**src/rtl/cfg_port_decoder_pkg.sv**
```systemverilog
package cfg_port_decoder_pkg;

  typedef enum logic [2:0] {
    TGT_NONE     = 3'd0,
    TGT_ADDRREG  = 3'd1,
    TGT_CFGSPACE = 3'd2,
    TGT_IOSPACE  = 3'd3,
    TGT_ERROR    = 3'd4
  } tgt_e;

  localparam int TGT_W = 3;

endpackage

```
**src/rtl/cfg_port_classify.sv**
```systemverilog
module cfg_port_classify
  import cfg_port_decoder_pkg::*;
#(
  parameter int          PORT_IN_W = 32,
  parameter int          IO_W      = 16,
  parameter int          SIZE_W    = 3,
  parameter logic [15:0] ADDR_PORT = 16'hCF8,
  parameter logic [15:0] WIN_BASE  = 16'hCFC
) (
  input  logic                 valid,
  input  logic [PORT_IN_W-1:0] port,
  input  logic [SIZE_W-1:0]    size,
  input  logic                 write,
  input  logic                 enable_bit,
  output tgt_e                 target,
  output logic                 no_target,
  output logic                 load
);
  localparam logic [IO_W-1:0] WIN_MASK = ~IO_W'(3);
  localparam logic [IO_W-1:0] APORT    = IO_W'(ADDR_PORT);
  localparam logic [IO_W-1:0] WBASE    = IO_W'(WIN_BASE);
  localparam logic [SIZE_W-1:0] FULL_SZ = SIZE_W'(4);

  logic            high_err;
  logic [IO_W-1:0] lo;
  logic            hit_areg;
  logic            hit_win;

  assign high_err = |port[PORT_IN_W-1:IO_W];
  assign lo       = port[IO_W-1:0];
  assign hit_areg = (lo == APORT) && (size == FULL_SZ);
  assign hit_win  = ((lo & WIN_MASK) == WBASE);

  always_comb begin
    target    = TGT_NONE;
    no_target = 1'b0;
    if (valid) begin
      if (high_err) begin
        target = TGT_ERROR;
      end else if (hit_areg) begin
        target = TGT_ADDRREG;
      end else if (hit_win) begin
        if (enable_bit) begin
          target = TGT_CFGSPACE;
        end else begin
          target    = TGT_NONE;
          no_target = 1'b1;
        end
      end else begin
        target = TGT_IOSPACE;
      end
    end
  end

  assign load = valid && !high_err && hit_areg && write;

endmodule

```
**src/rtl/cfg_addr_store.sv**
```systemverilog
module cfg_addr_store #(
  parameter int          REG_W   = 32,
  parameter logic [31:0] RST_VAL = 32'h0
) (
  input  logic             clk,
  input  logic             rst,
  input  logic             load,
  input  logic [REG_W-1:0] wdata,
  output logic [REG_W-1:0] value
);
  always_ff @(posedge clk) begin
    if (rst) begin
      value <= REG_W'(RST_VAL);
    end else if (load) begin
      value <= wdata;
    end
  end


  hold_when_idle_chk: assert property (@(posedge clk) disable iff (rst)
    !load |=> $stable(value));


  load_takes_data_chk: assert property (@(posedge clk) disable iff (rst)
    load |=> (value == $past(wdata)));

endmodule

```
**src/rtl/cfg_addr_form.sv**
```systemverilog
module cfg_addr_form
  import cfg_port_decoder_pkg::*;
#(
  parameter int          IO_W        = 16,
  parameter int          REG_W       = 32,
  parameter int          PA_W        = 40,
  parameter logic [39:0] CFG_PREFIX  = 40'h40_0000_0000,
  parameter logic [39:0] IO_PREFIX   = 40'h20_0000_0000,
  parameter logic [39:0] AREG_PADDR  = 40'h00_0000_0010
) (
  input  tgt_e             target,
  input  logic [IO_W-1:0]  port_lo,
  input  logic [REG_W-2:2] cfg_bits,
  output logic [PA_W-1:0]  paddr,
  output logic             addr_ok
);
  localparam int CFG_OFS_W = REG_W - 1;

  logic [PA_W-1:0] cfg_addr;
  logic [PA_W-1:0] io_addr;

  assign cfg_addr = PA_W'(CFG_PREFIX)
                  | PA_W'({cfg_bits, port_lo[1:0]});
  assign io_addr  = PA_W'(IO_PREFIX) | PA_W'(port_lo);

  always_comb begin
    paddr   = '0;
    addr_ok = 1'b0;
    unique case (target)
      TGT_ADDRREG: begin
        paddr   = PA_W'(AREG_PADDR);
        addr_ok = 1'b1;
      end
      TGT_CFGSPACE: begin
        paddr   = cfg_addr;
        addr_ok = 1'b1;
      end
      TGT_IOSPACE: begin
        paddr   = io_addr;
        addr_ok = 1'b1;
      end
      default: begin
        paddr   = '0;
        addr_ok = 1'b0;
      end
    endcase
  end


  cfg_offset_width_chk: assert final (CFG_OFS_W <= PA_W);

endmodule

```
**src/rtl/cfg_port_decoder.sv**
```systemverilog
module cfg_port_decoder
  import cfg_port_decoder_pkg::*;
#(
  parameter int          PORT_IN_W  = 32,
  parameter int          IO_W       = 16,
  parameter int          SIZE_W     = 3,
  parameter int          REG_W      = 32,
  parameter int          PA_W       = 40,
  parameter logic [15:0] ADDR_PORT  = 16'hCF8,
  parameter logic [15:0] WIN_BASE   = 16'hCFC,
  parameter logic [39:0] CFG_PREFIX = 40'h40_0000_0000,
  parameter logic [39:0] IO_PREFIX  = 40'h20_0000_0000,
  parameter logic [39:0] AREG_PADDR = 40'h00_0000_0010
) (
  input  logic                 clk,
  input  logic                 rst,
  input  logic                 req_valid,
  input  logic [PORT_IN_W-1:0] req_port,
  input  logic [SIZE_W-1:0]    req_size,
  input  logic                 req_write,
  input  logic [REG_W-1:0]     req_wdata,
  output logic                 rsp_valid,
  output logic [TGT_W-1:0]     rsp_target,
  output logic [PA_W-1:0]      rsp_paddr,
  output logic                 rsp_addr_ok,
  output logic                 rsp_no_target,
  output logic [REG_W-1:0]     rsp_rdata
);
  localparam int EN_BIT = REG_W - 1;

  tgt_e             c_target;
  logic             c_no_target;
  logic             c_load;
  logic [REG_W-1:0] areg;
  logic [PA_W-1:0]  c_paddr;
  logic             c_addr_ok;
  logic [REG_W-1:0] c_rdata;

  cfg_port_classify #(
    .PORT_IN_W (PORT_IN_W),
    .IO_W      (IO_W),
    .SIZE_W    (SIZE_W),
    .ADDR_PORT (ADDR_PORT),
    .WIN_BASE  (WIN_BASE)
  ) u_classify (
    .valid      (req_valid),
    .port       (req_port),
    .size       (req_size),
    .write      (req_write),
    .enable_bit (areg[EN_BIT]),
    .target     (c_target),
    .no_target  (c_no_target),
    .load       (c_load)
  );

  cfg_addr_store #(
    .REG_W   (REG_W),
    .RST_VAL (32'h0)
  ) u_store (
    .clk   (clk),
    .rst   (rst),
    .load  (c_load),
    .wdata (req_wdata),
    .value (areg)
  );

  cfg_addr_form #(
    .IO_W       (IO_W),
    .REG_W      (REG_W),
    .PA_W       (PA_W),
    .CFG_PREFIX (CFG_PREFIX),
    .IO_PREFIX  (IO_PREFIX),
    .AREG_PADDR (AREG_PADDR)
  ) u_form (
    .target   (c_target),
    .port_lo  (req_port[IO_W-1:0]),
    .cfg_bits (areg[REG_W-2:2]),
    .paddr    (c_paddr),
    .addr_ok  (c_addr_ok)
  );

  assign c_rdata = (c_target == TGT_ADDRREG && !req_write) ? areg : '0;

  always_ff @(posedge clk) begin
    if (rst) begin
      rsp_valid     <= 1'b0;
      rsp_target    <= TGT_NONE;
      rsp_paddr     <= '0;
      rsp_addr_ok   <= 1'b0;
      rsp_no_target <= 1'b0;
      rsp_rdata     <= '0;
    end else begin
      rsp_valid     <= req_valid;
      rsp_target    <= c_target;
      rsp_paddr     <= c_paddr;
      rsp_addr_ok   <= c_addr_ok;
      rsp_no_target <= c_no_target;
      rsp_rdata     <= c_rdata;
    end
  end


  high_port_error_chk: assert property (@(posedge clk) disable iff (rst)
    (req_valid && |req_port[PORT_IN_W-1:IO_W]) |=>
      (rsp_target == TGT_ERROR && !rsp_addr_ok));


  no_target_no_addr_chk: assert property (@(posedge clk) disable iff (rst)
    rsp_no_target |-> (!rsp_addr_ok && rsp_target == TGT_NONE));


  idle_response_chk: assert property (@(posedge clk) disable iff (rst)
    !req_valid |=> (!rsp_valid && !rsp_addr_ok && !rsp_no_target));


  io_forward_chk: assert property (@(posedge clk) disable iff (rst)
    (req_valid && !(|req_port[PORT_IN_W-1:IO_W])
      && req_port[IO_W-1:3] != ADDR_PORT[IO_W-1:3]) |=>
      (rsp_target == TGT_IOSPACE
        && rsp_paddr[IO_W-1:0] == $past(req_port[IO_W-1:0])));

endmodule

```
**config.mk**
```make
export PLATFORM = sky130hd
export DESIGN_NAME = cfg_port_decoder
export DESIGN_NICKNAME = d
export VERILOG_FILES = /design/src/rtl/cfg_port_decoder_pkg.sv /design/src/rtl/cfg_port_classify.sv /design/src/rtl/cfg_addr_store.sv /design/src/rtl/cfg_addr_form.sv /design/src/rtl/cfg_port_decoder.sv
export SDC_FILE = /design/constraint.sdc
export NUM_CORES = 1
export LEC_CHECK = 0
export ABC_AREA = 1
export BUFFER_PORTS_ARGS = -buffer_cell sky130_fd_sc_hd__buf_2
export CAP_MARGIN = 20
export CORE_UTILIZATION = 45
export DETAILED_ROUTE_END_ITERATION = 12
export PLACE_DENSITY_LB_ADDON = 0.08
export SLEW_MARGIN = 20
export SYNTH_ARGS = -nofsm -noshare
export SYNTH_HDL_FRONTEND = slang
export SYNTH_HIERARCHICAL = 1
export SYNTH_SLANG_ARGS = --single-unit
```
**constraint.sdc**
```tcl
create_clock -name clk -period 1.7 [get_ports clk]
set_clock_uncertainty 0.2 [all_clocks]
set_input_delay 0.085 -clock clk [delete_from_list [all_inputs] [get_ports clk]]
set_output_delay 0.085 -clock clk [all_outputs]
set_load 0.02 [all_outputs]
```
==> flow_results.org <==
** Outcome
- The flow ran to the end, and the final reports show no timing, DRC or antenna violations.

** Synth
- Cell types occupying the most area after synthesis :: sky130_fd_sc_hd__dfxtp_1 51%, sky130_fd_sc_hd__nor2_1 15%, sky130_fd_sc_hd__inv_1 12%, sky130_fd_sc_hd__nand2_1 9.2%, sky130_fd_sc_hd__buf_6 3.4%
- The netlist uses 20 different library cells.
- In this run, synthesis inferred 0 flip-flops with an integrated enable.
- After synthesis, the most frequently instantiated cells are 169 x sky130_fd_sc_hd__nor2_1, 134 x sky130_fd_sc_hd__inv_1, 110 x sky130_fd_sc_hd__dfxtp_1, 106 x sky130_fd_sc_hd__nand2_1, 15 x sky130_fd_sc_hd__nand4_1.
- Avg Synthesized Cell Area :: 7.24 um^2
- The share of synthesized area in the top cell type comes to 0.510.
- The synthesized netlist occupies a cell area of 4310 um^2.
- Counting flops with an async set or reset pin after synthesis yields a share of 0.
- The most common cell in the synthesized netlist is sky130_fd_sc_hd__nor2_1.
- Syn Inst Count :: 596
- During synthesis, Yosys emitted a total of 6 warnings.
- For this run, the leading register cell type out of synthesis is sky130_fd_sc_hd__dfxtp_1.
- Synthesis inferred 110 register bits.
- sky130_fd_sc_hd__dfxtp_1 takes more of the synthesized area than any other cell.
- Sequential fraction of the synthesis area :: 0.510

** Die
- In this run the horizontal extent of the chip is 99.9 um.
- Placeable core region :: 9280 um^2
- In this run the core area contains 35 standard-cell rows.
- Starting density of the core :: 0.465
- The die covers 9980 um^2.
- Die Span Y :: 99.9 um
- Number of ports placed on the die boundary :: 149

** Route
- Number of search-and-repair iterations in the first detailed-routing pass :: 5
- Via/cell ratio :: 4.22
- The detailed router finished its first iteration with 103 violations.
- For this block, the routed nets add up to 10400 um of wire.
- Wire length per cell after detailed routing :: 11.1 um
- Post-route ant nets :: 0
- Via Count :: 3967
- After detailed routing, the number of remaining DRC violations is 0.

** Clock tree
- CTS built an H-tree with a depth of 3.
- Inserted Clock Buffers :: 9
- After clock tree synthesis, the clock-pin slew on the worst setup and hold paths is 0.10 ns.
- The later pin in the worst-skew pair is clocked with a latency of 0.36 ns.
- Clock tree sinks :: 110
- The clock passes through at most 2 buffers.
- CTS placed an instance of sky130_fd_sc_hd__clkbuf_8 at the clock tree root.
- TritonCTS built the clock tree.

** Timing
- Setup repair after global routing missed its margin :: false
- Across all hold checks on the routed design, the worst slack comes to 0.0643 ns.
- Setup TNS Final :: 0 ns
- Number of setup violations in the final report :: 0
- Static timing analysis puts the maximum clock frequency at 0.630 GHz.
- In the post-route analysis, the smallest setup slack over all paths is 0.112 ns.
- The count of pins over their slew limit is 0.
- Hold Fails Final Rpt :: 0
- Minimum period implied by the final worst setup slack :: 1.59 ns
- Dividing the final minimum period by the clock period gives 0.934.

** Global route
- Entering global routing, the biggest net connects 40 pins.
- For this run the aggregate overflow at the end of global routing stands at 0.
- The via count of the first global-routing pass is 3605.
- In the global route stage, overall resource usage came out at 0.206.
- The first global-routing pass estimated 16100 um of wire.
- Number of antenna violations at the first check in global routing :: 0

** Setup path
- Crit path max fanout :: 12
- Stage delay of the slowest cell on the critical path :: 0.27 ns
- Chain of cells forming the critical path :: buf_2 > nor2_1 > nand3_1 > nor2_1 > nor3_4 > buf_4 > inv_2 > buf_12 > nand4_1 > nand2_1 > inv_1 > nor2_1
- Counting both buffers and inverters, the worst setup path holds a total of 5.
- The worst setup path is captured at a flip-flop.
- Crit path top cell by count :: sky130_fd_sc_hd__nor2_1
- Among all stages on the critical path, the largest delay is contributed by sky130_fd_sc_hd__nor2_1.
- STA puts the critical path data required time at 1.80 ns.
- The setup path with the least slack is of type in -> reg.
- Arr. time, crit path :: 1.68 ns
- STA classifies the critical path startpoint as an input pin.
- On the critical path the largest part of the delay comes from simple AND/OR/NAND/NOR gates.

** Placed design
- The HPWL after detailed placement is 6770 um.
- Final weighted congestion in routability-driven placement :: 0.842
- Pre-CTS setup slack :: -0.182 ns
- Once placement completed, the tool counted placed cells totaling 872.
- Port buffering added 148 buffers.

** Cells and area
- Synth-to-layout area growth :: 40.1%
- The net count of the finished layout is 878.
- Final antenna diode count :: 0
- The finished layout holds 941 standard cells, fillers aside.
- Fill cell total of the finished layout :: 853
- Of the cells placed in the final design, the portion with a size suffix greater than 1 is 0.272.

** Power
- Power spread over the standard cell area amounts to 736 nW/um^2.
- Overall power consumption :: 4450 uW
- Leakage :: 0.00288 uW
- Worst ir drop on vdd :: 0.395 mV

** Worst hold path
- The path class of the tightest hold or removal check is in -> reg.

** Run
- Max-capacitance violation count :: 0
==> tightest hold or removal path, cell delays in order <==
cell                      delay, ns
sky130_fd_sc_hd__buf_2         0.12
sky130_fd_sc_hd__buf_4         0.12
sky130_fd_sc_hd__inv_1         0.04
sky130_fd_sc_hd__nand2_1       0.04
sky130_fd_sc_hd__nand3_1       0.05
sky130_fd_sc_hd__nand2_1       0.05
sky130_fd_sc_hd__inv_1         0.04
sky130_fd_sc_hd__nor2_1        0.03
==> cells by family (layout without fill, tap and decap cells) <==
logic type / after synthesis / count (layout) / share of synthesized area
AND/OR/NAND/NOR: 316 / 317 / 0.309
buffers and inverters: 167 / 376 / 0.178
flip-flops: 110 / 110 / 0.510
AO/OA/AOI/OAI: 2 / 2 / 0.00232
other: 1 / 7 / 0.000869
==> flip-flops by register name (all words and copies together), names as in the netlist <==
name	flops
rsp_paddr	40
rsp_rdata	32
u_store/value	32
rsp_target	3
rsp_addr_ok	1
rsp_no_target	1
rsp_valid	1
==> stage by stage <==
stage | utilization | instance area [um^2]
after floorplan | - | 4340
after global placement | 0.566 | 5250
after detailed placement | 0.566 | 5250
after CTS | 0.641 | 5950
after global routing | 0.651 | 6040
final | 0.651 | 6040
==> cell type report <==
type                       count  area, um^2  area share
tap                          129         161      0.0267
timing repair buffer         224        1540       0.255
inverter                     136         513      0.0849
clock inverter                 6        52.6     0.00869
sequential                   110        2200       0.365
clock buffer                  10         138      0.0228
multi-input combinational    326        1430       0.237
==> placed cells by master (no fill, tap or decap), types with 10 or more instances in the layout <==
| cell type | instances |
|---|---|
| sky130_fd_sc_hd__nor2_1 | 166 |
| sky130_fd_sc_hd__buf_2 | 147 |
| sky130_fd_sc_hd__inv_1 | 132 |
| sky130_fd_sc_hd__dfxtp_1 | 109 |
| sky130_fd_sc_hd__nand2_1 | 105 |
| sky130_fd_sc_hd__dlygate4sd3_1 | 50 |
| sky130_fd_sc_hd__buf_4 | 17 |
| sky130_fd_sc_hd__nand4_1 | 15 |
| sky130_fd_sc_hd__nor2_2 | 10 |
| sky130_fd_sc_hd__clkbuf_8 | 10 |
==> per-layer routing <==
metal / vias to the layer above / global-route usage / share of wire
li1: 2088 / - / -
met2: 104 / 0.371 / 0.50
met5: - / 0 / 0
met4: 0 / 0.0747 / 0.014
met1: 1760 / 0.246 / 0.44
met3: 15 / 0.0362 / 0.049
==> final timing paths <==
| kind | startpoint | endpoint | slack [ns] | depth (start not counted) |
|---|---|---|---|---|
| worst max-delay path | req_port[13] | rsp_paddr[5] | 0.11 | 12 |
| worst min-delay path | req_port[4] | rsp_paddr[4] | 0.06 | 8 |
| worst max register to register | u_store/value[31] | rsp_paddr[5] | 0.12 | 11 |
| worst min register to register | u_store/value[0] | rsp_rdata[0] | 0.25 | 2 |
==> where the power goes <==
part	switching, uW	leakage [uW]	internal [uW]
logic	155	0.00190	188
registers	2.07	0.000889	2590
clock network	914	0.0000971	603
==> timing repair <==
item | in CTS | in global routing
endpoints found under the hold margin | 50 | 1
pin swaps | 0 | 4
endpoints found under the setup margin | 1 | 52
gates cloned | 0 | 2
resized for setup | 1 | 15
setup buffers | 0 | 1
hold buffers | 50 | 1
(Power assumes the default switching activity.)
